File: config.mk
export PLATFORM = sky130hd
export DESIGN_NAME = mcr_bank
export DESIGN_NICKNAME = d
export VERILOG_FILES = /design/src/rtl/mcr_pkg.sv /design/src/rtl/mcr_steer.sv /design/src/rtl/mcr_sem.sv /design/src/rtl/mcr_inst.sv /design/src/rtl/mcr_bank.sv
export SDC_FILE = /design/constraint.sdc
export NUM_CORES = 1
export LEC_CHECK = 0
export BUFFER_PORTS_ARGS = -buffer_cell sky130_fd_sc_hd__buf_4
export CAP_MARGIN = 10
export CELL_PAD_IN_SITES_DETAIL_PLACEMENT = 1
export CELL_PAD_IN_SITES_GLOBAL_PLACEMENT = 2
export CORE_MARGIN = 2
export CORE_UTILIZATION = 53
export CTS_BUF_LIST = sky130_fd_sc_hd__clkbuf_16
export CTS_CLUSTER_DIAMETER = 100
export DETAILED_ROUTE_END_ITERATION = 8
export GPL_TIMING_DRIVEN = 0
export PLACE_DENSITY_LB_ADDON = 0.3
export SLEW_MARGIN = 20
export SYNTH_ARGS = -nofsm -noshare
export SYNTH_HDL_FRONTEND = slang
export SYNTH_SLANG_ARGS = --single-unit
File: constraint.sdc
create_clock -name clk -period 5.2 [get_ports clk]
set_clock_uncertainty 0.2 [all_clocks]
set_input_delay 0 -clock clk [delete_from_list [all_inputs] [get_ports clk]]
set_output_delay 0 -clock clk [all_outputs]
set_load 0.01 [all_outputs]
File: src/rtl/mcr_pkg.sv
`timescale 1ns/1ps
package mcr_pkg;
  typedef enum logic [1:0] {
    SRC_NONE = 2'd0,
    SRC_SEL  = 2'd1,
    SRC_SEM  = 2'd2,
    SRC_REPL = 2'd3
  } mcr_src_e;

  localparam logic REQ_HOST = 1'b0;
  localparam logic REQ_FW   = 1'b1;
endpackage

File: src/rtl/mcr_steer.sv
`timescale 1ns/1ps
module mcr_steer #(
  parameter int DATA_W  = 32,
  parameter int GRP_W   = 2,
  parameter int INST_W  = 2,
  parameter int GRP_LSB = 8
) (
  input  logic              clk,
  input  logic              rst,
  input  logic              wr_en,
  input  logic              wr_mc,
  input  logic [GRP_W-1:0]  wr_grp,
  input  logic [INST_W-1:0] wr_inst,
  output logic              mc,
  output logic [GRP_W-1:0]  grp,
  output logic [INST_W-1:0] inst,
  output logic [DATA_W-1:0] sel_word
);
  always_ff @(posedge clk) begin
    if (rst) begin
      mc   <= 1'b1;
      grp  <= '0;
      inst <= '0;
    end else if (wr_en) begin
      mc   <= wr_mc;
      grp  <= wr_grp;
      inst <= wr_inst;
    end
  end

  always_comb begin
    sel_word = '0;
    sel_word[DATA_W-1] = mc;
    sel_word[GRP_LSB +: GRP_W] = grp;
    sel_word[INST_W-1:0] = inst;
  end

  // selector comes out of reset in broadcast mode steered to unit 0
  p_reset_sel_r1: assert property (@(posedge clk) disable iff (rst)
    $past(rst) |-> (mc && grp == '0 && inst == '0));

  // selector holds its fields unless written
  p_sel_hold_r2: assert property (@(posedge clk) disable iff (rst)
    (!$past(rst) && !$past(wr_en)) |-> ($stable(mc) && $stable(grp) && $stable(inst)));
endmodule

File: src/rtl/mcr_sem.sv
`timescale 1ns/1ps
module mcr_sem (
  input  logic clk,
  input  logic rst,
  input  logic rd_en,
  input  logic wr_en,
  input  logic wdata0,
  input  logic req_id,
  output logic held,
  output logic owner,
  output logic may_steer,
  output logic rd_bit_q
);
  logic is_owner;
  assign is_owner  = held && (owner == req_id);
  assign may_steer = !held || is_owner;

  always_ff @(posedge clk) begin
    if (rst) begin
      held     <= 1'b0;
      owner    <= 1'b0;
      rd_bit_q <= 1'b0;
    end else begin
      if (rd_en) begin
        rd_bit_q <= may_steer;
        if (!held) begin
          held  <= 1'b1;
          owner <= req_id;
        end
      end else if (wr_en && wdata0 && is_owner) begin
        held <= 1'b0;
      end
    end
  end

  // ownership never passes directly between requesters
  p_owner_stable_r8: assert property (@(posedge clk) disable iff (rst)
    (held && $past(held)) |-> (owner == $past(owner)));

  // the semaphore is freed only by a set-bit write from its owner
  p_release_owner_r9: assert property (@(posedge clk) disable iff (rst)
    $fell(held) |-> $past(wr_en && wdata0 && req_id == owner));
endmodule

File: src/rtl/mcr_inst.sv
`timescale 1ns/1ps
module mcr_inst #(
  parameter int DATA_W = 32,
  parameter int N_REG  = 2,
  parameter int OFF_W  = 1
) (
  input  logic              clk,
  input  logic              rst,
  input  logic              present_i,
  input  logic              wr_en,
  input  logic [OFF_W-1:0]  wr_off,
  input  logic [DATA_W-1:0] wdata,
  input  logic [OFF_W-1:0]  rd_off,
  output logic [DATA_W-1:0] rd_q
);
  logic [DATA_W-1:0] mem [N_REG];

  always_ff @(posedge clk) begin
    if (wr_en) mem[wr_off] <= wdata;
    rd_q <= mem[rd_off];
  end

  // no write ever reaches a unit that is absent
  p_wr_present_r6: assert property (@(posedge clk) disable iff (rst)
    wr_en |-> present_i);
endmodule

File: src/rtl/mcr_bank.sv
`timescale 1ns/1ps
module mcr_bank
  import mcr_pkg::*;
#(
  parameter int N_GRP     = 4,
  parameter int N_INST    = 4,
  parameter int N_REG     = 2,
  parameter int DATA_W    = 32,
  parameter int ADDR_W    = 4,
  parameter int SEL_ADDR  = 0,
  parameter int SEM_ADDR  = 1,
  parameter int REPL_BASE = 8,
  parameter int GRP_LSB   = 8
) (
  input  logic                      clk,
  input  logic                      rst,
  input  logic                      bus_en,
  input  logic                      bus_we,
  input  logic                      bus_req_id,
  input  logic [ADDR_W-1:0]         bus_addr,
  input  logic [DATA_W-1:0]         bus_wdata,
  input  logic [N_GRP*N_INST-1:0]   present_mask,
  output logic                      bus_rvalid,
  output logic [DATA_W-1:0]         bus_rdata
);
  localparam int N_UNIT = N_GRP * N_INST;
  localparam int GRP_W  = $clog2(N_GRP);
  localparam int INST_W = $clog2(N_INST);
  localparam int UIDX_W = $clog2(N_UNIT);
  localparam int OFF_W  = (N_REG > 1) ? $clog2(N_REG) : 1;
  localparam logic [ADDR_W-1:0] SEL_A  = ADDR_W'(SEL_ADDR);
  localparam logic [ADDR_W-1:0] SEM_A  = ADDR_W'(SEM_ADDR);
  localparam logic [ADDR_W-1:0] REPL_A = ADDR_W'(REPL_BASE);
  localparam logic [ADDR_W:0]   REPL_E = (ADDR_W+1)'(REPL_BASE + N_REG);

  logic              is_sel, is_sem, is_repl, rd_req, wr_req;
  logic [OFF_W-1:0]  repl_off;
  logic              mc;
  logic [GRP_W-1:0]  grp;
  logic [INST_W-1:0] inst;
  logic [DATA_W-1:0] sel_word;
  logic [UIDX_W-1:0] steer_idx;
  logic              sem_held, sem_owner, may_steer, sem_bit_q;
  logic [N_UNIT-1:0] wr_vec;
  logic [DATA_W-1:0] unit_q [N_UNIT];

  mcr_src_e          rd_src_q;
  logic [UIDX_W-1:0] rd_unit_q;
  logic              rd_present_q;
  logic [DATA_W-1:0] sel_word_q;

  assign rd_req   = bus_en && !bus_we;
  assign wr_req   = bus_en && bus_we;
  assign is_sel   = (bus_addr == SEL_A);
  assign is_sem   = (bus_addr == SEM_A);
  assign is_repl  = (bus_addr >= REPL_A) && ({1'b0, bus_addr} < REPL_E);
  assign repl_off = OFF_W'(bus_addr - REPL_A);

  mcr_steer #(
    .DATA_W(DATA_W), .GRP_W(GRP_W), .INST_W(INST_W), .GRP_LSB(GRP_LSB)
  ) u_steer (
    .clk     (clk),
    .rst     (rst),
    .wr_en   (wr_req && is_sel && may_steer),
    .wr_mc   (bus_wdata[DATA_W-1]),
    .wr_grp  (bus_wdata[GRP_LSB +: GRP_W]),
    .wr_inst (bus_wdata[INST_W-1:0]),
    .mc      (mc),
    .grp     (grp),
    .inst    (inst),
    .sel_word(sel_word)
  );

  mcr_sem u_sem (
    .clk      (clk),
    .rst      (rst),
    .rd_en    (rd_req && is_sem),
    .wr_en    (wr_req && is_sem),
    .wdata0   (bus_wdata[0]),
    .req_id   (bus_req_id),
    .held     (sem_held),
    .owner    (sem_owner),
    .may_steer(may_steer),
    .rd_bit_q (sem_bit_q)
  );

  assign steer_idx = UIDX_W'(int'(grp) * N_INST + int'(inst));

  for (genvar u = 0; u < N_UNIT; u++) begin : g_unit
    assign wr_vec[u] = wr_req && is_repl && present_mask[u] &&
                       (mc || (steer_idx == UIDX_W'(u)));

    mcr_inst #(
      .DATA_W(DATA_W), .N_REG(N_REG), .OFF_W(OFF_W)
    ) u_inst (
      .clk      (clk),
      .rst      (rst),
      .present_i(present_mask[u]),
      .wr_en    (wr_vec[u]),
      .wr_off   (repl_off),
      .wdata    (bus_wdata),
      .rd_off   (repl_off),
      .rd_q     (unit_q[u])
    );
  end

  always_ff @(posedge clk) begin
    if (rst) begin
      bus_rvalid   <= 1'b0;
      rd_src_q     <= SRC_NONE;
      rd_unit_q    <= '0;
      rd_present_q <= 1'b0;
      sel_word_q   <= '0;
    end else begin
      bus_rvalid   <= rd_req;
      rd_unit_q    <= steer_idx;
      rd_present_q <= present_mask[steer_idx];
      sel_word_q   <= sel_word;
      if (!rd_req)      rd_src_q <= SRC_NONE;
      else if (is_sel)  rd_src_q <= SRC_SEL;
      else if (is_sem)  rd_src_q <= SRC_SEM;
      else if (is_repl) rd_src_q <= SRC_REPL;
      else              rd_src_q <= SRC_NONE;
    end
  end

  always_comb begin
    case (rd_src_q)
      SRC_SEL:  bus_rdata = sel_word_q;
      SRC_SEM:  bus_rdata = DATA_W'(sem_bit_q);
      SRC_REPL: bus_rdata = rd_present_q ? unit_q[rd_unit_q] : '0;
      default:  bus_rdata = '0;
    endcase
  end

  // a read steered to an absent unit returns zero
  p_term_read_r6: assert property (@(posedge clk) disable iff (rst)
    (rd_req && is_repl && !present_mask[steer_idx]) |=> (bus_rdata == '0));

  // in unicast mode at most one unit is written
  p_unicast_one_r4: assert property (@(posedge clk) disable iff (rst)
    !mc |-> $onehot0(wr_vec));

  // a read is answered on the next cycle, nothing else raises valid
  p_rvalid_r10: assert property (@(posedge clk) disable iff (rst)
    rd_req |=> bus_rvalid);
  p_no_rvalid_r10: assert property (@(posedge clk) disable iff (rst)
    !rd_req |=> !bus_rvalid);

  // the selector changes only for a requester allowed to steer
  p_sel_guard_r8: assert property (@(posedge clk) disable iff (rst)
    (sem_held && sem_owner != bus_req_id) |=> $stable(sel_word));
endmodule

# Yosys cells after proc, flatten, opt, wreduce, memory -nomap -nowiden
# Memories as Yosys holds them, arrays and structs flattened. A register that Yosys moved wholly into a read port is not among the register bits.
# Index checks and enable logic that the tools add are counted.
dict set report classes {
  n_addsub 2
  magnitude_cmp 4
  n_eq_ne 20
  muxes 44
  bitwise_logic 3
  reduce_logical 68
}
# cell n
set ops {}
lappend ops {{$bmux 32 s4} 1}
lappend ops {{$mux 32} 3}
lappend ops {{$pmux 32 s3} 1}
lappend ops {{$logic_and 1x1->1} 43}
lappend ops {{$mux 1} 36}
lappend ops {{$eq 4x4->1 const B} 8}
lappend ops {{$logic_or 1x1->1} 17}
lappend ops {{$eq 4x3->1 const B} 4}
lappend ops {{$eq 4x1->1 const B} 2}
lappend ops {{$eq 4x2->1 const B} 2}
lappend ops {{$logic_not 4->1} 2}
lappend ops {{$ge 5x5->1 const B} 1}
lappend ops {{$lt 4x5->1 const B} 1}
lappend ops {{$not 4->5} 1}
lappend ops {{$add 4x2->4} 1}
lappend ops {{$bmux 1 s4} 1}
lappend ops {{$eq 2x2->1 const B} 2}
lappend ops {{$ge 4x4->1 const B} 1}
lappend ops {{$lt 4x4->1 const B} 1}
lappend ops {{$mux 2} 2}
lappend ops {{$reduce_or 3->1} 1}
lappend ops {{$eq 2x1->1 const B} 1}
lappend ops {{$logic_not 1->1} 2}
lappend ops {{$not 1->1} 2}
lappend ops {{other kinds (5)} 5}
dict set report totals {
  reg_bits 48
  ram_bits 1024
  in_bits 57
  output_inout_bits 33
  word_cells 170
  n_memories 16
}
# memory depth word_bits read_ports rd_clocked_by_memory_dff wr line_no
set memory_table {}
lappend memory_table {{g_unit[0].u_inst.mem} 2 32 1 1 1 mcr_inst.sv:16} ;# logic [DATA_W-1:0] mem [N_REG];
lappend memory_table {{g_unit[10].u_inst.mem} 2 32 1 1 1 mcr_inst.sv:16}
lappend memory_table {{g_unit[11].u_inst.mem} 2 32 1 1 1 mcr_inst.sv:16}
lappend memory_table {{g_unit[12].u_inst.mem} 2 32 1 1 1 mcr_inst.sv:16}
lappend memory_table {{g_unit[13].u_inst.mem} 2 32 1 1 1 mcr_inst.sv:16}
lappend memory_table {{g_unit[14].u_inst.mem} 2 32 1 1 1 mcr_inst.sv:16}
lappend memory_table {{+10 memories} - - - - - -}

# Logic depth before layout (Yosys ltp)
# Gate-level depths: netlist of the first run.
dict set report depth {
  word_depth 7
  ltp_mapped 8
  depth_no_buf 4
}

# Cells and area by module
# A second synthesis of the first run with hierarchy kept.
dict set report unflattened {
  cells_unflattened 2741
  hier_area_um2 56424.1
}
# mod n_inst cells_per_inst area_per_inst_um2 seq_area_each_um2
set by_module_without_submodules {}
lappend by_module_without_submodules {mcr_inst 16 134 3119.2 2562.5}
lappend by_module_without_submodules {mcr_bank 1 534 5968.2 800.8}
lappend by_module_without_submodules {mcr_steer 1 49 427.9 100.1}
lappend by_module_without_submodules {mcr_sem 1 14 120.1 60.1}

# Worst setup path before layout of the first run
# No wires, ideal clock.
dict set report synth_timing {
  path_type {input to register}
  start {input port bus_addr[1]}
  end {memory g_unit[11].u_inst.mem[0][0] (enable)}
  setup_time_ns 0.421
  arrival_ns 2.476
  t_required_ns 4.579
  slack_ns 2.103
  path_stages 5
  cell_sequence {or3b_1 or3_1 clkbuf_1 buf_2 nor2_1}
}
dict set report synth_between {
  elab_chain_len 7
  elab_cells_between_ends 8
  classes_between {order compare: 2; mux: 2; reduce/logical: 4}
}
# element line_no
set synth_lines {}
lappend synth_lines {{start: declaration} mcr_bank.sv:20} ;# input logic [ADDR_W-1:0] bus_addr,
lappend synth_lines {{$ge 4x4->1 or $lt 4x4->1 (tied branches)} mcr_bank.sv:56} ;# assign is_repl = (bus_addr >= REPL_A) && ({1'b0, bus_addr} < REPL_E);
lappend synth_lines {{$logic_and 1x1->1 (*)} mcr_bank.sv:56}
lappend synth_lines {{$logic_and 1x1->1 (*) (3 in series)} mcr_bank.sv:90} ;# assign wr_vec[u] = wr_req && is_repl && present_mask[u] &&
lappend synth_lines {{$mux 1 (*)} mcr_inst.sv:19} ;# if (wr_en) mem[wr_off] <= wdata;
lappend synth_lines {{$mux 1 (not written as such) (*)} mcr_inst.sv:19}
lappend synth_lines {{end: declaration} mcr_inst.sv:16}
# Mark *: on every way between the ends. The rest lies on a longest branch, timed or not.

# Worst setup path in the final report of the first run
dict set report layout_timing {
  start {register rd_unit_q[2]}
  end {output port bus_rdata[4]}
}
dict set report layout_between {
  elab_chain_len 6
}
# element line_no
set layout_lines {}
lappend layout_lines {{start: declaration} mcr_bank.sv:48} ;# logic [UIDX_W-1:0] rd_unit_q;
lappend layout_lines {{start signal: assignment} mcr_bank.sv:116} ;# rd_unit_q <= steer_idx;
lappend layout_lines {{$not 4->5 (not written as such)} mcr_bank.sv:131} ;# SRC_REPL: bus_rdata = rd_present_q ? unit_q[rd_unit_q] : '0;
lappend layout_lines {{$bmux 32 s4} mcr_bank.sv:131}
lappend layout_lines {{$mux 32 (not written as such) (2 in series)} mcr_bank.sv:131}
lappend layout_lines {{$mux 32} mcr_bank.sv:131}
lappend layout_lines {{$pmux 32 s3} mcr_bank.sv:128} ;# case (rd_src_q)
lappend layout_lines {{end: declaration} mcr_bank.sv:24} ;# output logic [DATA_W-1:0] bus_rdata
# No other way between the ends. The select of a mux whose other input is x is not followed.

==> results.toml, run 1 <==
[placement]
place_congestion = 0.841
place_ws_ns = 1.18
port_buffers = 89
placed_area_um2 = 56100
dpl.hpwl_mm = 89.8

[worst_setup_path]
crit_arrival_ns = 4.27
end_kind = "output pin"
critPathBufInv = 5
crit_chain = "buf_2, buf_2, buf_1, buf_2, mux2i_1, o22ai_1, buf_4"
cp_common_cell = "buf_2"
cp_max_fo = 10
slowest_stage = "buf_1"
crit_type = "flop to output pin"
cp-start-kind = "flop"
critPathTopFamily = "buffers and inverters"
required_ns = 5.00
critPathMaxStageDelay_ns = 0.78

[grt]
grt_overflow_total = 0
grt_pass1_vias = 28000
antenna_found_initial = 1
grt_pass1_wl_mm = 204
grt_use_total = 0.287
grt_max_degree = 35

[sta]
period_share = 0.860
relSlewSlack = 0.215
slew_viol_final = 0
fmax_mhz = 224
finalSetupViolations = 0
rsz0062_at_grt = "false"
hold_violations = 0
tns_ns = 0
finalWorstSetupSlack_ns = 0.730
fin_crit_ns = 4.47
worstMarginPinSlew_ns = 1.18

[layout]
layout_commonest_cell = "edfxtp_1"
final_cell_mix = "edfxtp_1 (1024), dfxtp_1 (529), mux2_2 (528), clkbuf_16 (158), mux4_2 (119)"
fillerInstances = 8096
fin_nets = 3005
final_cell_area_um2 = 61500
syn2layout_area_growth_pct = 17.4
drive_gt1_frac = 0.365

[floorplanning]
die_h_um = 318
start_util = 0.534
ios = 90
core_um2 = 98100
fp.dieArea_um2 = 101000
dieWidth_um = 318
rows = 115

[detailed_routing]
ant_nets = 0
wirelength_mm = 143
wl_per_cell_um = 32.8
vias = 25900
drc_errors = 0
drt-pass1-iter-count = 7
drtIter0Drc = 3015
viasPerCell = 5.95

[logic_synthesis]
syn_area_um2 = 52400
ys_seq_area_frac = 0.790
syn-instance-count = 2581
syn_nets = 2638
yosysWarningCount = 0
yosys_most_used_dff = "edfxtp_1"
synth_seq_cells = 1553
synthArstFlopShare = 0
synth_cell_types = 48
synth-edff-count = 1024
syn_avg_cell_area_um2 = 20.3

[pwr]
peakVddDrop_v = 0.000343
powerDensity_nw_per_um2 = 398
power_uw = 24500
leakage_uw = 0.0208

[clocking]
cts_buffers = 152
cts_tree = "built"
cts-htree-levels = 4
clock-sinks = 1553
clock_latency_ns = 0.75
cts_root_buf = "clkbuf_16"
clockBufferDepth = 3
cts_resized = 0
path_clk_slew_ns = 0.06

[min_path]
hold_path_class = "input pin to flop"

[status]
status = "finished clean"

[run]
drv_cap = 0
[area by class of cell]
cell class,count,area [µm²],area share
Sequential cell,1553,41300,0.672
Multi-Input combinational cell,913,10700,0.173
Clock buffer,158,3950,0.0643
Timing Repair Buffer,213,2570,0.0419
Tap cell,1287,1610,0.0262
Clock inverter,124,738,0.0120
Buffer,114,591,0.00961
Inverter,1,3.75,0.0000611
Antenna cell,1,2.50,0.0000407
[metrics by stage]
stage          utilization  std cells  hold WS, ns
6_report             0.627       4364       0.0396
3_5_place_dp         0.571       4010       0.0384
4_1_cts              0.626       4363      0.00131
5_1_grt              0.626       4363       0.0418
3_3_place_gp         0.557       3957       0.0342
2_1_floorplan            -       2581       -0.136
[cells in the mapped netlist, drive strengths merged (14+ instances only)]
| cell | n | area, µm² |
|---|---|---|
| buf | 91 | 499 |
| clkbuf | 23 | 86.3 |
| dfxtp | 529 | 10600 |
| edfxtp | 1024 | 30700 |
| mux2 | 528 | 5950 |
| mux2i | 61 | 611 |
| mux4 | 119 | 2680 |
| nand2 | 14 | 52.6 |
| nor2 | 52 | 195 |
| nor2b | 16 | 108 |
| o21ai | 23 | 115 |
| o22ai | 20 | 125 |
[report_power, final]
group          total [µW]  internal (µW)  switching [µW]
Combinational         733            290             444
Clock               10400           5800            4610
Sequential          13300          13300            46.8
Total               24500          19400            5100
[per-layer routing]
| metal | global-route usage | vias to the layer above | wire, µm |
|---|---|---|---|
| met1 | 0.393 | 13900 | 59300 |
| li1 | - | 10700 | - |
| met4 | 0.104 | 2 | 4850 |
| met5 | 0 | - | 7 |
| met2 | 0.465 | 1099 | 69200 |
| met3 | 0.0509 | 223 | 9770 |
[path summary, 6_finish.rpt]
kind,end,startpoint,cells after the start,slack [ns]
min reg2reg,g_unit[6].u_inst.rd_q[19],g_unit[6].u_inst.mem[1][19],1,0.27
max reg2reg,g_unit[10].u_inst.mem[0][13],u_steer.inst[1],6,2.26
max,bus_rdata[4],rd_unit_q[2],7,0.73
min,g_unit[0].u_inst.mem[0][10],bus_wdata[10],2,0.04
[sequential cells by signal, indices dropped and copies added, names as in the netlist]
name,count
sel_word_q,2
u_steer.inst,2
u_sem.rd_bit_q,1
rd_unit_q,3
u_sem.owner,1
bus_rvalid,1
u_steer.grp,2
u_steer.mc,1
u_sem.held,1
rd_src_q,2
g_unit.u_inst.mem,1024
rd_present_q,1
g_unit.u_inst.rd_q,512
[what timing repair did]
action | 4_1_cts | 5_1_grt
endpoints found under the hold margin | 1723 | 0
hold buffers | 71 | 0
buffers inserted | 0 | 0
[kinds of logic after synthesis]
group,count (synthesis),share of synthesized area
flops,1553,0.790
mux,708,0.176
simple gates,116,0.0109
buf+inv,115,0.0113
compound gates,88,0.0116
xor+xnor,1,0.000167
[worst register-to-register path, cell delays in order, from the launching register on]
cell	delay (ns)
dfxtp_1	0.41
clkbuf_1	0.39
nand2_1	0.19
nor3_1	0.17
o21ai_0	0.26
nor2_4	0.71
buf_12	0.29
Note: power is estimated with default switching activity, not from simulation.
==> run 2, diff against run 1 <==
BUFFER_PORTS_ARGS = not set   (was -buffer_cell sky130_fd_sc_hd__buf_4)
DONT_BUFFER_PORTS = 1   (was not set)
==> run 2 against run 1 <==
Against the previous run:
- via count grew 0.13%
- setup slack improved by 0.15 ns
- cell count is 0.62% lower
- global-route usage increased by 0.70 points
- register-to-register slack improved by 0.02 ns
- total power is 0.16% higher
- utilization increased by 0.55 points
- non-clock buffer count is 25 lower
- clock-buffer cell count fell by 3
- highest routed layer unchanged
- critical path type unchanged
==> results.toml, run 2 (synthesized netlist as in run 1, its figures left out) <==
[clocking]
path_clk_slew_ns = 0.06
post_cts_buffers = 0
cts_tree = "built"
cts-htree-levels = 4
cts_buffers = 150
cts_root_buf = "clkbuf_16"
clockBufferDepth = 3
clock-sinks = 1553
clock_latency_ns = 0.75

[worst_setup_path]
end_kind = "output pin"
reg2reg_depth = 6
required_ns = 5.00
crit_arrival_ns = 4.12
cp_max_fo = 10
cp-start-kind = "flop"
r2r_start = "u_steer.grp[0]"
crit_type = "flop to output pin"
r2r-end = "g_unit[15].u_inst.mem[1][27]"
cp-startpoint = "rd_unit_q[2]"
r2r_slack_ns = 2.28

[sta]
fin_crit_ns = 4.32
worstMarginPinSlew_ns = 1.19
rsz0062_at_grt = "false"
relSlewSlack = 0.208
slew_viol_final = 0
fmax_mhz = 232
finalSetupViolations = 0
period_share = 0.830
hold_violations = 0

[layout]
syn2layout_area_growth_pct = 18.5
fin_nets = 2978
diodes = 0
drive_gt1_frac = 0.354
top_regs = "g_unit.u_inst.mem x1024, g_unit.u_inst.rd_q x512, rd_unit_q x3"
ff_latch_area_um2 = 41300
final_cell_mix = "edfxtp_1 (1024), dfxtp_1 (529), mux2_2 (528), clkbuf_16 (155), mux4_2 (119)"
regMostFlops = "g_unit.u_inst.mem"
layout_commonest_cell = "edfxtp_1"
fillerInstances = 8025
fin_util = 0.632
multiInputGateArea_um2 = 10700
largest_register_ffs = 1024

[detailed_routing]
wirelength_mm = 147
met3_length_mm = 11.8
ant_nets = 0
met1_length_mm = 59.5
drt-pass1-iter-count = 8
vias = 26000
drtIter0Drc = 2808
drc_errors = 0
viasPerCell = 5.99
highest_layer = "met5"
wl_per_cell_um = 33.9
dr_wl_met2_mm = 71.0

[floorplanning]
start_util = 0.534
dieWidth_um = 318
die_h_um = 318
ios = 90
rows = 115
core_um2 = 98100
fp.dieArea_um2 = 101000

[min_path]
hold_end = "g_unit[10].u_inst.mem[1][22]"
hold_path_class = "input pin to flop"
min_from = "bus_wdata[22]"
holdPathStages = 2

[placement]
place_congestion = 0.852
port_buffers = 0
dpl.hpwl_mm = 90.4

[grt]
grt_use_total = 0.294
grt_pass1_wl_mm = 208
grt_overflow_total = 0
antenna_found_initial = 1
grt_pass1_vias = 28200
grt_max_degree = 34

[status]
status = "finished clean"

[pwr]
power_uw = 24500
leakage_uw = 0.0210
powerDensity_nw_per_um2 = 395
peakVddDrop_v = 0.000302

[run]
drv_cap = 0
## run 2: cell types whose count changed in the layout (fill, tap and decap cells not counted), sizes merged
cell	change
bufinv	+2
clkinvlp	-6
clkinv	-4
clkbuf	-3
buf	-29
dlygate4sd3	+4
inv	+10
diode	-1
## run 2: layout make-up
type	count	share of cell area
flip-flops and latches	1553	0.667
multi-input cells	913	0.172
clock buffers	155	0.0625
repair buffers	188	0.0508
well taps	1287	0.0260
clock inverters	126	0.0125
plain buffers	114	0.00954
inverters	1	0.0000605
## run 2: critical path, stage by stage, from the launching register on
cell and delay [ns]:
dfxtp_1 0.31, buf_2 0.31, buf_2 0.42, buf_1 0.75, buf_2 0.55, mux2i_1 0.26, o22ai_1 0.75
## run 2: how the worst max path moves through the flow
| stage | slack [ns] | cells after the start | end |
|---|---|---|---|
| floorplan | 2.10 | 5 | g_unit[11].u_inst.mem[0][0] |
| global placement | -0.80 | 5 | g_unit[2].u_inst.mem[1][24] |
| CTS | 1.02 | 6 | bus_rdata[7] |
| global route | 0.88 | 6 | bus_rdata[4] |
| finish | 0.88 | 6 | bus_rdata[4] |
| detailed placement | 1.28 | 6 | g_unit[15].u_inst.mem[1][21] |
## run 2: stage by stage
stage / TNS [ns] / cells / hold slack, ns / instance area, µm² / worst slack (ns)
after floorplan: 0 / 2581 / -0.136 / 52400 / 2.10
after global placement: -250.44 / 3868 / -0.132 / 54000 / -0.798
after global routing: 0 / 4337 / 0.0118 / 62000 / 0.875
after CTS: 0 / 4334 / 0.00232 / 62000 / 1.02
final: 0 / 4337 / 0.0154 / 62000 / 0.882
after detailed placement: 0 / 3928 / -0.125 / 55600 / 1.28
## run 2: power breakdown
group | internal [µW] | leakage [µW] | switching (µW) | total [µW]
clock | 5790 | 0.00246 | 4590 | 10400
sequential | 13300 | 0.0137 | 49.0 | 13300
combinational | 341 | 0.00488 | 462 | 803
## run 2: layer usage
layer | vias to the layer above | GRT usage
met5 | - | 0
met4 | 2 | 0.0985
met3 | 239 | 0.0645
met2 | 1119 | 0.478
met1 | 13900 | 0.396
li1 | 10700 | -
## run 2: what timing repair did
item,CTS,global route
setup endpoints to repair,0,0
hold buffers,125,3
hold endpoints to repair,2029,96
resized for setup,0,0
